### src/rtl/rtc_ctl_pkg.sv
package rtc_ctl_pkg;
   localparam logic [2:0] OSC_TRIM_START = 3'b010;

   typedef struct packed {
      logic pf;
      logic af;
      logic uf;
   } evt_flags_t;

   function automatic logic osc_running(input logic [2:0] f);
      return f[1];
   endfunction

   function automatic logic div_running(input logic [2:0] f);
      return f[2:1] == 2'b01;
   endfunction
endpackage

### src/rtl/rtc_ctl_osc.sv
module rtc_ctl_osc
   import rtc_ctl_pkg::*;
#(
   parameter int FIRST_TICKS = 512,
   parameter int UIP_CYC     = 8
) (
   input  logic       clk,
   input  logic       rst_n,
   input  logic [2:0] osc_field,
   input  logic       osc_wr,
   input  logic [2:0] osc_new,
   input  logic       base_tick,
   input  logic       sec_strobe,
   input  logic       uti,
   output logic       osc_on,
   output logic       div_on,
   output logic       uip,
   output logic       upd_go
);
   localparam int HOLD_W = $clog2(FIRST_TICKS + 1);
   localparam int BUSY_W = $clog2(UIP_CYC + 1);

   if (FIRST_TICKS < 2) begin : g_bad_hold
      $error("FIRST_TICKS must be at least 2");
   end
   if (UIP_CYC < 1) begin : g_bad_busy
      $error("UIP_CYC must be at least 1");
   end

   logic [HOLD_W-1:0] hold_q;
   logic [BUSY_W-1:0] busy_q;
   logic hold_act, hold_fire, start;

   assign osc_on    = osc_running(osc_field);
   assign div_on    = div_running(osc_field);
   assign hold_act  = hold_q != '0;
   assign hold_fire = base_tick && hold_q == HOLD_W'(1);
   assign start     = div_on && busy_q == '0 && (hold_fire || (sec_strobe && !hold_act));

   always_ff @(posedge clk) begin
      if (!rst_n)
         hold_q <= '0;
      else if (osc_wr)
         hold_q <= (osc_new == OSC_TRIM_START) ? HOLD_W'(FIRST_TICKS) : '0;
      else if (hold_act && base_tick)
         hold_q <= hold_q - 1'b1;
   end

   always_ff @(posedge clk) begin
      if (!rst_n)
         busy_q <= '0;
      else if (start)
         busy_q <= BUSY_W'(UIP_CYC);
      else if (busy_q != '0)
         busy_q <= busy_q - 1'b1;
   end

   assign upd_go = busy_q == BUSY_W'(1);
   assign uip    = busy_q != '0 && !uti;

   a_r4_flag_ends_at_update: assert property (@(posedge clk) disable iff (!rst_n)
      upd_go |=> !uip);
   a_r3_holdoff_blocks: assert property (@(posedge clk) disable iff (!rst_n)
      (hold_q > HOLD_W'(1) && busy_q == '0) |=> busy_q == '0);
endmodule

### src/rtl/rtc_ctl_rate.sv
module rtc_ctl_rate #(
   parameter int RS_W = 4
) (
   input  logic            clk,
   input  logic            rst_n,
   input  logic [RS_W-1:0] rs,
   input  logic            restart,
   input  logic            tick,
   output logic            per_hit
);
   localparam int PER_W = (1 << RS_W) - 2;

   logic [PER_W-1:0] cnt_q, mask;

   always_comb begin
      mask = '0;
      for (int i = 0; i < PER_W; i++)
         if (i + 1 < int'(rs)) mask[i] = 1'b1;
   end

   assign per_hit = tick && rs != '0 && (cnt_q & mask) == mask;

   always_ff @(posedge clk) begin
      if (!rst_n || restart)
         cnt_q <= '0;
      else if (tick)
         cnt_q <= cnt_q + 1'b1;
   end

   a_r9_fastest_rate: assert property (@(posedge clk) disable iff (!rst_n)
      (tick && rs == RS_W'(1)) |-> per_hit);
endmodule

### src/rtl/rtc_ctl_irq.sv
module rtc_ctl_irq
   import rtc_ctl_pkg::*;
#(
   parameter bit IRQ_REG = 1'b0
) (
   input  logic       clk,
   input  logic       rst_n,
   input  evt_flags_t set,
   input  logic       clr,
   input  evt_flags_t en,
   output evt_flags_t flags,
   output logic       irqf,
   output logic       irq_n
);
   always_ff @(posedge clk) begin
      if (!rst_n)
         flags <= '0;
      else
         flags <= set | (clr ? evt_flags_t'('0) : flags);
   end

   assign irqf = |(flags & en);

   if (IRQ_REG) begin : g_reg
      logic irq_q;
      always_ff @(posedge clk) begin
         if (!rst_n) irq_q <= 1'b1;
         else        irq_q <= ~irqf;
      end
      assign irq_n = irq_q;
   end else begin : g_comb
      assign irq_n = ~irqf;
   end

   a_r7_event_beats_clear: assert property (@(posedge clk) disable iff (!rst_n)
      set.af |=> flags.af);
   a_r7_read_clears: assert property (@(posedge clk) disable iff (!rst_n)
      (clr && set == '0) |=> flags == '0);
endmodule

### src/rtl/rtc_ctl_regs.sv
module rtc_ctl_regs
   import rtc_ctl_pkg::*;
#(
   parameter int             ADDR_W      = 8,
   parameter logic [ADDR_W-1:0] BASE_ADDR = 8'h0A,
   parameter int             FIRST_TICKS = 512,
   parameter int             UIP_CYC     = 8,
   parameter bit             IRQ_REG     = 1'b0
) (
   input  logic              clk,
   input  logic              rst_n,
   input  logic              wr_en,
   input  logic              rd_en,
   input  logic [ADDR_W-1:0] addr,
   input  logic [7:0]        wdata,
   output logic [7:0]        rdata,
   input  logic              wp,
   input  logic              base_tick,
   input  logic              sec_strobe,
   input  logic              alarm_hit,
   input  logic              batt_ok,
   output logic              osc_on,
   output logic              div_on,
   output logic              upd_go,
   output logic              irq_n
);
   localparam int RS_W = 4;

   if (ADDR_W < 4) begin : g_bad_addr
      $error("ADDR_W too small");
   end

   logic hit_a, hit_b, hit_c, hit_d, wr_ok;
   assign hit_a = addr == BASE_ADDR;
   assign hit_b = addr == BASE_ADDR + ADDR_W'(1);
   assign hit_c = addr == BASE_ADDR + ADDR_W'(2);
   assign hit_d = addr == BASE_ADDR + ADDR_W'(3);
   assign wr_ok = wr_en && !wp;

   logic [2:0]      osc_q;
   logic [RS_W-1:0] rs_q;
   logic            uti_q, dfmt_q, hfmt_q, dse_q;
   evt_flags_t      en_q;

   always_ff @(posedge clk) begin
      if (wr_ok && hit_a) begin
         osc_q <= wdata[6:4];
         rs_q  <= wdata[3:0];
      end
      if (wr_ok && hit_b) begin
         uti_q  <= wdata[7];
         dfmt_q <= wdata[2];
         hfmt_q <= wdata[1];
         dse_q  <= wdata[0];
      end
   end

   always_ff @(posedge clk) begin
      if (!rst_n)
         en_q <= '0;
      else if (wr_ok && hit_b)
         en_q <= evt_flags_t'(wdata[6:4]);
   end

   logic uip, per_hit, irqf;
   evt_flags_t flags, set;

   rtc_ctl_osc #(.FIRST_TICKS(FIRST_TICKS), .UIP_CYC(UIP_CYC)) u_osc (
      .clk(clk), .rst_n(rst_n), .osc_field(osc_q), .osc_wr(wr_ok && hit_a),
      .osc_new(wdata[6:4]), .base_tick(base_tick), .sec_strobe(sec_strobe),
      .uti(uti_q), .osc_on(osc_on), .div_on(div_on), .uip(uip), .upd_go(upd_go));

   rtc_ctl_rate #(.RS_W(RS_W)) u_rate (
      .clk(clk), .rst_n(rst_n), .rs(rs_q), .restart(wr_ok && hit_a),
      .tick(base_tick && div_on), .per_hit(per_hit));

   assign set = '{pf: per_hit, af: alarm_hit, uf: upd_go};

   rtc_ctl_irq #(.IRQ_REG(IRQ_REG)) u_irq (
      .clk(clk), .rst_n(rst_n), .set(set), .clr(rd_en && hit_c),
      .en(en_q), .flags(flags), .irqf(irqf), .irq_n(irq_n));

   always_comb begin
      rdata = '0;
      if (hit_a)      rdata = {uip, osc_q, rs_q};
      else if (hit_b) rdata = {uti_q, en_q, 1'b0, dfmt_q, hfmt_q, dse_q};
      else if (hit_c) rdata = {irqf, flags, 4'b0};
      else if (hit_d) rdata = {batt_ok, 7'b0};
   end

   a_r5_inhibit_hides_flag: assert property (@(posedge clk) disable iff (!rst_n)
      (uti_q && hit_a) |-> !rdata[7]);
   a_r11_protect_freezes: assert property (@(posedge clk) disable iff (!rst_n)
      (wp && wr_en) |=> $stable({osc_q, rs_q, uti_q, en_q, dfmt_q, hfmt_q, dse_q}));
   a_r10_status_low_zero: assert property (@(posedge clk) disable iff (!rst_n)
      hit_d |-> rdata[6:0] == 7'b0);
endmodule

### config.mk
export PLATFORM = sky130hd
export DESIGN_NAME = rtc_ctl_regs
export DESIGN_NICKNAME = d
export VERILOG_FILES = /design/src/rtl/rtc_ctl_pkg.sv /design/src/rtl/rtc_ctl_osc.sv /design/src/rtl/rtc_ctl_rate.sv /design/src/rtl/rtc_ctl_irq.sv /design/src/rtl/rtc_ctl_regs.sv
export SDC_FILE = /design/constraint.sdc
export NUM_CORES = 1
export LEC_CHECK = 0
export ABC_AREA = 0
export BUFFER_PORTS_ARGS = -buffer_cell sky130_fd_sc_hd__buf_2
export CAP_MARGIN = 10
export CORE_MARGIN = 1
export CORE_UTILIZATION = 26
export CTS_CLUSTER_SIZE = 30
export DETAILED_ROUTE_END_ITERATION = 8
export GPL_TIMING_DRIVEN = 0
export PLACE_DENSITY = 0.55
export SYNTH_ARGS = -nofsm -noshare
export SYNTH_HDL_FRONTEND = slang
export SYNTH_SLANG_ARGS = --single-unit
### constraint.sdc
create_clock -name clk -period 1.7 [get_ports clk]
set_input_delay 0.085 -clock clk [delete_from_list [all_inputs] [get_ports clk]]
set_output_delay 0.085 -clock clk [all_outputs]
set_load 0.02 [all_outputs]
Word-level counts from Yosys, hierarchy flattened
Index checks and enable logic that the tools add are counted.
Operators by class
  $add $sub $neg: 3
  $lt $le $gt $ge: 14
  eq/ne operators: 9
  muxes and demuxes: 24
  bitwise gates (word level): 5
  reductions and logical operators: 27
Operator list (count)
  $eq 8x4->1 const B: 4
  $mux 8: 4
  $mux 10: 3
  $lt 4x4->1 const A: 7
  $lt 3x4->1 const A: 4
  $add 14x1->14 const B: 1
  $and 14x14->14: 1
  $eq 14x14->1: 1
  $mux 1: 14
  $logic_and 1x1->1: 13
  $eq 10x1->1 const B: 1
  $reduce_bool 10->1: 1
  $sub 10x1->10 const B: 1
  $lt 2x4->1 const A: 2
  $mux 4: 2
  $reduce_bool 4->1: 2
  $eq 4x1->1 const B: 1
  $logic_not 1->1: 4
  $logic_not 4->1: 1
  $lt 1x4->1 const A: 1
  $reduce_bool 2->1: 2
  $sub 4x1->4 const B: 1
  $and 3x3->3: 1
  $eq 3x2->1 const B: 1
  other kinds (7): 9
Word-level totals
  register bits after elaboration: 45
  output and inout bits: 12
  logic and storage cells: 98

Depth between registers and ports, before layout
Gate-level depths: netlist of the first run.
  word-level depth: 6
  mapped depth: 7
  gate-level depth less buffers: 7

By module
From an unflattened synthesis of the first run, not the netlist that was laid out.
Second synthesis, totals
  cells, all modules: 252
  area total of the unflattened synthesis: 2386.0 sq um
By module, submodules not included
  rtc_ctl_osc: instances 1, cells each 85, area each 780.7 sq um
  rtc_ctl_rate: instances 1, cells each 94, area each 753.2 sq um
  rtc_ctl_regs: instances 1, cells each 62, area each 737.0 sq um
  rtc_ctl_irq: instances 1, cells each 11, area each 115.1 sq um

Worst setup path before layout of the first run
OpenSTA, ideal clock, no wires.
  path kind: reg2reg
  from: register u_osc.hold_q[0]
  to: register u_osc.hold_q[9]
  data arrival time: 1.565 ns
  data required time: 1.575 ns
  slack: 0.011 ns
  stages on the path, launching flop included: 8
  period minus slack after synthesis: 1.689 ns
  path through: dfxtp_1 > inv_1 > ha_1 > nor4b_2 > a2111oi_4 > nand3_1 > xor2_1 > o22ai_2
On the way
  word-level cells in the longest chain between the ends: 3
Ends and longest elaborated chain
  start: declaration: RTL line rtc_ctl_osc.sv:30  | logic [HOLD_W-1:0] hold_q;
  start signal: assignment: RTL line rtc_ctl_osc.sv:44  | hold_q <= (osc_new == OSC_TRIM_START) ? HOLD_W'(FIRST_TICKS) : '0;
  start signal: assignment: RTL line rtc_ctl_osc.sv:46  | hold_q <= hold_q - 1'b1;
  $sub 10x1->10 / $reduce_bool 10->1 (equally long branches): RTL line rtc_ctl_osc.sv:46, rtc_ctl_osc.sv:36
  $mux 10 / $logic_and 1x1->1 (equally long branches): RTL line rtc_ctl_osc.sv:45  | else if (hold_act && base_tick)
  $mux 10 / $reduce_bool 2->1 (equally long branches)
Several ways; a longest one is shown, not always the timed one. The select of a mux whose other input is x is not followed.
A chain may end at the register's enable or synchronous reset.

Worst setup path after layout of the first run
  from: register u_osc.hold_q[0]
  to: register u_osc.hold_q[7]
The elaborated chain is that of the path after synthesis.

==> results of run 1 <==
==> how the worst min path moves through the flow <==
stage	endpoint	slack (ns)	cells past startpoint
after global placement	uti_q	0.27	1
after floorplan	dfmt_q	0.18	0
after global routing	osc_q[2]	0.003	1
after CTS	osc_q[2]	0.0009	1
final	osc_q[2]	0.008	1
after detailed placement	uti_q	0.27	1
==> worst register-to-register path, cell delays in order, from the launching register on <==
cell	delay [ns]
sky130_fd_sc_hd__dfxtp_2	0.36
sky130_fd_sc_hd__inv_2	0.06
sky130_fd_sc_hd__ha_4	0.16
sky130_fd_sc_hd__nor4b_4	0.14
sky130_fd_sc_hd__a2111oi_4	0.38
sky130_fd_sc_hd__buf_4	0.18
sky130_fd_sc_hd__nand2_1	0.06
sky130_fd_sc_hd__xor2_1	0.14
sky130_fd_sc_hd__nor2_1	0.05
==> layout by cell type, fill, tap and decap left out, types with 2 or more instances in the layout <==
master	netlist	final
sky130_fd_sc_hd__inv_2	0	2
sky130_fd_sc_hd__nand2_1	30	29
sky130_fd_sc_hd__nand3_1	8	8
sky130_fd_sc_hd__clkbuf_8	0	5
sky130_fd_sc_hd__buf_4	0	2
sky130_fd_sc_hd__a211oi_1	3	3
sky130_fd_sc_hd__and3_1	5	5
sky130_fd_sc_hd__edfxtp_1	11	11
sky130_fd_sc_hd__a21oi_1	16	16
sky130_fd_sc_hd__clkbuf_1	5	4
sky130_fd_sc_hd__dfxtp_2	0	2
sky130_fd_sc_hd__xnor2_1	10	10
sky130_fd_sc_hd__dfxtp_1	34	32
sky130_fd_sc_hd__nand3b_1	4	4
sky130_fd_sc_hd__mux2i_1	4	4
sky130_fd_sc_hd__buf_6	2	2
sky130_fd_sc_hd__o21ai_0	4	4
sky130_fd_sc_hd__a31oi_1	4	3
sky130_fd_sc_hd__inv_1	13	11
sky130_fd_sc_hd__and3b_1	3	3
sky130_fd_sc_hd__nor3_1	5	4
sky130_fd_sc_hd__ha_1	6	4
sky130_fd_sc_hd__nand2b_1	3	3
sky130_fd_sc_hd__dlygate4sd3_1	0	7
sky130_fd_sc_hd__nand2_2	1	2
sky130_fd_sc_hd__a22oi_1	2	2
sky130_fd_sc_hd__nor2_1	39	39
sky130_fd_sc_hd__nand4_1	4	4
sky130_fd_sc_hd__a21boi_0	5	5
sky130_fd_sc_hd__buf_2	0	36
sky130_fd_sc_hd__nor2b_1	4	4
sky130_fd_sc_hd__xor2_1	11	11
sky130_fd_sc_hd__and2_1	2	2
sky130_fd_sc_hd__clkinv_2	0	2
==> metrics by stage <==
stage          hold slack [ns]  worst slack [ns]  area [µm²]  TNS [ns]
3_5_place_dp             0.266            -0.134        2670     -1.46
6_report               0.00816            0.0637        2880         0
3_3_place_gp             0.266            -0.101        2670     -1.36
2_1_floorplan            0.184            0.0108        2350         0
4_1_cts               0.000917            0.0174        2850         0
5_1_grt                0.00298          -0.00157        2880  -0.00157
==> per-layer routing <==
metal  vias up  wire length, µm
met5         -                0
met4         0               66
met3         4              302
met2        48             2380
met1       891             2460
li1       1009                -
==> registers in the layout, indices dropped and copies added, names as in the netlist <==
name	cells
rs_q	4
en_q	3
u_irq.flags	3
dse_q	1
osc_q	3
uti_q	1
hfmt_q	1
u_osc.busy_q	4
dfmt_q	1
u_osc.hold_q	10
u_rate.cnt_q	14
==> cells in the mapped netlist (5+ instances only) <==
master | count | share of area (%)
sky130_fd_sc_hd__ha_1 | 6 | 3.2
sky130_fd_sc_hd__nand2_1 | 30 | 4.8
sky130_fd_sc_hd__inv_1 | 13 | 2.1
sky130_fd_sc_hd__xnor2_1 | 10 | 3.7
sky130_fd_sc_hd__nor2_1 | 39 | 6.2
sky130_fd_sc_hd__nor3_1 | 5 | 1.1
sky130_fd_sc_hd__edfxtp_1 | 11 | 14
sky130_fd_sc_hd__a21oi_1 | 16 | 3.4
sky130_fd_sc_hd__nand3_1 | 8 | 1.7
sky130_fd_sc_hd__dfxtp_1 | 34 | 29
sky130_fd_sc_hd__clkbuf_1 | 5 | 0.80
sky130_fd_sc_hd__xor2_1 | 11 | 4.1
sky130_fd_sc_hd__and3_1 | 5 | 1.3
sky130_fd_sc_hd__a21boi_0 | 5 | 1.6
==> power breakdown <==
part	internal [mW]	switching, mW
Combinational	0.561	0.608
Sequential	1.25	0.154
Clock	0.285	0.349
Total	2.09	1.11
==> logic make-up (layout without fill, tap and decap cells) <==
family          Yosys count  in the layout  share of synthesized area (%)
simple gates            123            123                           27.8
flops                    45             45                           43.0
compound gates           43             43                           12.6
xor+xnor                 21             21                           7.83
buf+inv                  20             71                           3.83
fa+ha+maj                 6              6                           3.19
mux                       4              4                           1.70
==> repair_timing <==
action	in CTS	in global routing
endpoints found under the hold margin	10	0
pin swaps	1	3
cloned	0	0
endpoints found under the setup margin	8	18
hold buffers	7	0
setup buffers	1	1
gates resized for setup	4	10
==> layout make-up <==
class,count,area share [%]
buffer,5,1.17
clock buffer,6,2.52
clock inverter,2,0.347
inverter,13,1.69
multi-input combinational,197,45.2
sequential,45,35.2
tap,108,4.69
timing repair buffer,45,9.20
==> results.txt, run 1 <==
----------------------------------------------------
[GRT]
  Global-route wire length before repair ... about 9000 µm
  Met2 GRT Util ... 19.4%
  GR Overflow Total ... 0
  Global-route track usage on met1 ... 14.4%
  Maximum number of pins on one net before global-route repair ... 14
  Antenna violations before repair ... 0
  Vias in the first global route ... 1,889
  Routing usage on met3 ... under 10%
  Most Used Layer, Global Route ... met2
  Global-route usage over all layers ... about 12%

[STA]
  Final worst-path cycle share ... 96.3%
  Worst Max-Slew Pin Slew ... between 0.5 and 0.6 ns
  Count of endpoints failing setup in the final report ... 0
  Final Hold Vio Count ... 0
  Peak Freq ... 611 MHz
  Max Slew Vio Count ... 0
  Minimum clock period after layout ... 1.64 ns
  Tightest slew margin relative to the limit ... between 60% and 70%
  Maximum clock skew at final layout ... 0.00277 ns

[Synth]
  Fraction of the yosys area taken by sequential cells ... between 40 and 50%
  Number of cells produced by synthesis ... 262
  Most used flip-flop cell after synthesis ... sky130_fd_sc_hd__dfxtp_1
  Post-Synthesis Cell Area ... around 2300 µm²
  Post-synthesis cell type count ... a little under 50
  Number of nets in the synthesized netlist ... approximately 300
  Synthesis Warnings ... 0
  Number of flip-flops and latches in the synthesized netlist ... 45
  Number of synthesized flops with an enable pin ... 11
  Mapped Avg Cell Area ... about 9 µm²
  Proportion of synthesized flip-flops having asynchronous set or reset ... 0%

[Routing]
  Via count of the routed design ... a little under 2,000
  Length of the first detailed-routing pass in iterations ... 4
  Number of nets still failing antenna checks after routing ... 0
  1st-iter DRT viols ... 72
  DRC errors left ... 0
  Routed length per instance ... approximately 12 µm
  Wire length reported by the detailed router ... 5220 µm
  Via/cell ratio ... roughly 4.6

[Power and ir drop]
  Maximum vdd drop ... 369 µV
  Total leakage power ... 1.11 nW
  Power, Total ... between 3 and 4 mW
  Power density cells ... between 1000 and 1500 nW/µm²

[Critical path]
  Source of the worst register-to-register timing path ... u_osc.hold_q[0]
  Worst setup EP type ... flop
  Biggest fanout along the worst timing path ... 4
  Critical path startpoint ... u_osc.hold_q[0]
  Number of cells traversed by the worst register-to-register path ... 8
  Cell with the biggest individual delay on the critical path ... sky130_fd_sc_hd__a2111oi_4
  Worst reg2reg path endpoint ... u_osc.hold_q[7]
  Cell count along the critical path ... 8
  Worst-case register-to-register setup slack ... 0.06 ns
  End of the critical path ... u_osc.hold_q[7]
  Cell breakdown of the critical path ... inv_2 -> ha_4 -> nor4b_4 -> a2111oi_4 -> buf_4 -> nand2_1 -> xor2_1 -> nor2_1
  Arrival time reported for the critical path endpoint ... about 1.8 ns
  Family with the most delay on the worst path ... compound AO/OA/AOI/OAI gates
  Number of buffers and inverters on the critical path ... 2
  WS Path Type ... reg2reg
  CP required ... between 1.5 and 2 ns
  CP max stage delay ... about 0.38 ns
  Critical Path Source Type ... flop

[Clock network]
  Maximum clock path buffer count ... 2
  Clk slew on worst S/H paths ... 0.08 ns
  Clock sinks ... 45
  Clock tree from TritonCTS ... done
  Total clock buffers created by CTS ... 5
  Htree depth ... 2
  Clock latency on the worst-skew pair ... between 0.2 and 0.3 ns
  CTS Root Cell ... sky130_fd_sc_hd__clkbuf_8

[Floorplan]
  Core area ... 8720 µm²
  Standard-cell rows ... 34
  Width of the chip ... just under 100 µm
  Floorplan die area ... roughly 9400 µm²
  Die Ht ... around 97 µm
  # IOs ... 37
  Initial core utilization ... between 20% and 30%

[Final layout]
  Register area ... around 1000 µm²
  Count of inserted antenna diode cells ... 0
  Layout fillers ... about 920
  Post-layout instance count excluding filler cells ... 421
  Signed area change from the synthesized netlist to the final layout ... 22.7%
  Share of final-layout standard cells stronger than drive strength 1 ... 22.0%
  Number of nets in the layout ... about 340
  Final core utilization ... 33.1%
  Area of the multi-input gates ... 1300 µm²

[Job]
  Max capacitance violation total ... 0

[Outcome]
  Outcome ... completed

[Place]
  IO Port Bufs ... 36
  Gpl congestion ... roughly 0.8
  Placed Cells incl. Taps ... around 410
  HPWL Detailed ... ~4000 µm

[Worst hold path]
  Tightest Hold Check Type ... in2reg
  Hold Startpoint ... wdata[6]

----------------------------------------------------
(Power assumes the default switching activity.)
==> run 2, diff against run 1 <==
--- a/config.mk
+++ b/config.mk
@@ -13,7 +13,7 @@
 export CTS_CLUSTER_SIZE = 30
 export DETAILED_ROUTE_END_ITERATION = 8
 export GPL_TIMING_DRIVEN = 0
-export PLACE_DENSITY = 0.55
+export PLACE_DENSITY = 0.54
 export SYNTH_ARGS = -nofsm -noshare
 export SYNTH_HDL_FRONTEND = slang
 export SYNTH_SLANG_ARGS = --single-unit
==> constraint.sdc (replaced) <==
create_clock -name clk -period 2 [get_ports clk]
set_input_delay 0.1 -clock clk [delete_from_list [all_inputs] [get_ports clk]]
set_output_delay 0.1 -clock clk [all_outputs]
set_load 0.02 [all_outputs]
==> run 2 against run 1 <==
  * Critical path depth decreased by 1
  * Cell count is 0.48% lower
  * Via count increased by 0.36%
  * Power fell by 19%
  * Cell area decreased by 3.0%
  * Clock skew is 0.00091 ns lower
  * Combinational power shrank 25%
  * Sequential cell count unchanged
  * Die area unchanged
  * Register-to-register slack gained 0.11 ns
  * Setup slack improved by 0.11 ns
  * Largest power group unchanged
==> results.txt, run 2 (synthesized netlist as in run 1, its figures left out) <==
----------------------------------------------------
[Outcome]
  Outcome ... completed

[Critical path]
  Arrival time reported for the critical path endpoint ... around 2 ns
  Cell with the biggest individual delay on the critical path ... sky130_fd_sc_hd__a2111oi_4
  Source of the worst register-to-register timing path ... u_osc.hold_q[0]
  Biggest fanout along the worst timing path ... 4
  Family with the most delay on the worst path ... compound AO/OA/AOI/OAI gates
  CP required ... 2.18 ns
  Worst setup EP type ... flop
  Critical Path Source Type ... flop
  Worst-case register-to-register setup slack ... between 0.15 and 0.2 ns
  Worst reg2reg path endpoint ... u_osc.hold_q[9]
  CP max stage delay ... ~0.42 ns
  Number of cells traversed by the worst register-to-register path ... 7
  Number of buffers and inverters on the critical path ... 1
  WS Path Type ... reg2reg
  Cell breakdown of the critical path ... inv_1 -> ha_1 -> nor4b_2 -> a2111oi_4 -> nand3_1 -> xor2_1 -> o22ai_2

[GRT]
  Global-route wire length before repair ... 9150 µm
  GR Overflow Total ... 0
  Vias in the first global route ... about 1,900
  Antenna violations before repair ... 0
  Global-route usage over all layers ... between 10% and 20%
  Maximum number of pins on one net before global-route repair ... 14

[Routing]
  Routed length per instance ... approximately 13 µm
  DRC errors left ... 0
  Via count of the routed design ... between 1,500 and 2,000
  Wire length reported by the detailed router ... about 5300 µm
  1st-iter DRT viols ... 88
  Number of nets still failing antenna checks after routing ... 0
  Via/cell ratio ... 4.68
  Length of the first detailed-routing pass in iterations ... 4

[Floorplan]
  Core area ... roughly 8700 µm²
  # IOs ... 37
  Floorplan die area ... approximately 9400 µm²
  Standard-cell rows ... 34
  Die Ht ... around 97 µm
  Initial core utilization ... a little over a quarter
  Width of the chip ... a little under 100 µm

[Place]
  IO Port Bufs ... 36
  HPWL Detailed ... a little under 4000 µm
  Gpl congestion ... approximately 0.77
  Placed Cells incl. Taps ... just over 400

[Clock network]
  Maximum clock path buffer count ... 2
  CTS Root Cell ... sky130_fd_sc_hd__clkbuf_8
  Clk slew on worst S/H paths ... around 0.08 ns
  Total clock buffers created by CTS ... 5
  Clock tree from TritonCTS ... done
  Htree depth ... 2
  Clock sinks ... 45
  Quantity of gates resized following cts ... 0
  Clock latency on the worst-skew pair ... 0.29 ns

[Power and ir drop]
  Pint ... 1.70 mW
  Total leakage power ... between 1 and 1.5 nW
  Comb pwr share ... roughly a third
  Maximum vdd drop ... approximately 470 µV
  Share of total power in sequential cells ... a little under half
  Power density cells ... between 900 and 1000 nW/µm²
  Net switching power of the design ... between 0.8 and 0.9 mW
  Net switching fraction of the power ... between 30% and 40%
  Fraction of power consumed by the clock network ... between 20% and 30%

[STA]
  Peak Freq ... 548 MHz
  Tightest slew margin relative to the limit ... between 50% and 60%
  Max Slew Vio Count ... 0
  Worst Max-Slew Pin Slew ... between 0.6 and 0.7 ns
  Final worst-path cycle share ... between 90 and 100%
  Minimum clock period after layout ... about 1.8 ns
  Setup repair after global routing missed its margin ... false
  Final Hold Vio Count ... 0
  Count of endpoints failing setup in the final report ... 0
  Setup TNS ... 0 ns
  Maximum clock skew at final layout ... around 0.0019 ns

[Worst hold path]
  Number of stages on the worst hold path ... 1
  Tightest Hold Check Type ... in2reg
  Endpoint with the worst hold slack ... osc_q[1]
  Hold Startpoint ... wdata[5]

[Final layout]
  Top flop regs ... u_rate.cnt_q (14), u_osc.hold_q (10)
  Signed area change from the synthesized netlist to the final layout ... 19.1%
  Number of nets in the layout ... 341
  Post-layout instance count excluding filler cells ... 419
  Commonest non-fill, non-tap cells in the layout ... 39 x sky130_fd_sc_hd__nor2_1, 36 x sky130_fd_sc_hd__buf_2, 34 x sky130_fd_sc_hd__dfxtp_1, 30 x sky130_fd_sc_hd__nand2_1, 16 x sky130_fd_sc_hd__a21oi_1
  Share of final-layout standard cells stronger than drive strength 1 ... a little under a fifth
  Most common library cell in the layout ignoring fill and taps ... sky130_fd_sc_hd__nor2_1
  Max reg flops ... 14
  Register name with the most flops ... u_rate.cnt_q
  Count of inserted antenna diode cells ... 0

[Job]
  Max capacitance violation total ... 0

----------------------------------------------------
==> run 2: cell count changes in the layout (fill, tap and decap cells not counted), moves of 2 or more <==
cell                            previous run  this run
sky130_fd_sc_hd__clkbuf_1                  4         6
sky130_fd_sc_hd__inv_1                    11        13
sky130_fd_sc_hd__inv_2                     2         0
sky130_fd_sc_hd__buf_4                     2         0
sky130_fd_sc_hd__ha_1                      4         6
sky130_fd_sc_hd__dlygate4sd3_1             7         5
sky130_fd_sc_hd__dfxtp_2                   2         0
sky130_fd_sc_hd__dfxtp_1                  32        34
==> run 2: worst register-to-register path, delay by kind of cell (launching register included) <==
kind | cells | cell delay [ns]
compound gates | 2 | 0.51
xor+xnor | 1 | 0.18
fa+ha+maj | 1 | 0.21
buf+inv | 1 | 0.08
flops | 1 | 0.40
simple gates | 2 | 0.32
==> run 2: how the worst max path moves through the flow <==
stage          slack, ns         endpoint  cells after the start             from
4_1_cts             0.16  u_osc.hold_q[9]                      7  u_osc.hold_q[0]
5_1_grt             0.03  u_osc.hold_q[3]                      7  u_osc.hold_q[0]
3_3_place_gp        0.15            uti_q                      4          addr[5]
2_1_floorplan       0.31  u_osc.hold_q[9]                      7  u_osc.hold_q[0]
6_report            0.18  u_osc.hold_q[9]                      7  u_osc.hold_q[0]
3_5_place_dp        0.17            uti_q                      4          addr[5]
==> run 2: area by class of cell <==
type,count,area [µm²]
plain buffers,7,41.3
clock buffers,6,72.6
clock inverters,2,10.0
fillers,917,5920
inverters,13,48.8
multi-input cells,197,1250
flip-flops and latches,45,1010
well taps,108,135
repair buffers,41,230
==> run 2: metal layers <==
metal | vias to the layer above | part of all wire [%] | GRT usage (%)
li1 | 1004 | - | -
met1 | 901 | 49 | 16.2
met2 | 48 | 44 | 18.6
met3 | 6 | 5.4 | 3.24
met4 | 0 | 1.3 | 3.79
met5 | - | 0 | 0
==> run 2: power groups by stage <==
stage / combinational [mW] / sequential (mW) / clock, mW
after floorplan: 0.711 / 1.17 / 0
after global placement: 0.858 / 1.19 / 0
after detailed placement: 0.875 / 1.20 / 0
after CTS: 0.889 / 1.18 / 0.565
after global routing: 0.997 / 1.20 / 0.607
final: 0.875 / 1.18 / 0.541
==> run 2: timing repair <==
action | 4_1_cts | 5_1_grt
hold buffers | 5 | 0
endpoints found under the hold margin | 8 | 0
setup buffers | 0 | 0
==> run 2: per-stage QoR <==
stage / setup slack, ns / area [µm²] / power (mW) / util, % / hold slack (ns)
final: 0.176 / 2800 / 2.59 / 32.1 / 0.0112
after global routing: 0.0319 / 2800 / 2.81 / 32.1 / 0.00202
after CTS: 0.157 / 2800 / 2.63 / 32.1 / 0.00134
after detailed placement: 0.168 / 2670 / 2.07 / 30.6 / 0.283
after global placement: 0.155 / 2670 / 2.05 / 30.6 / 0.281
after floorplan: 0.311 / 2350 / 1.88 / - / 0.199
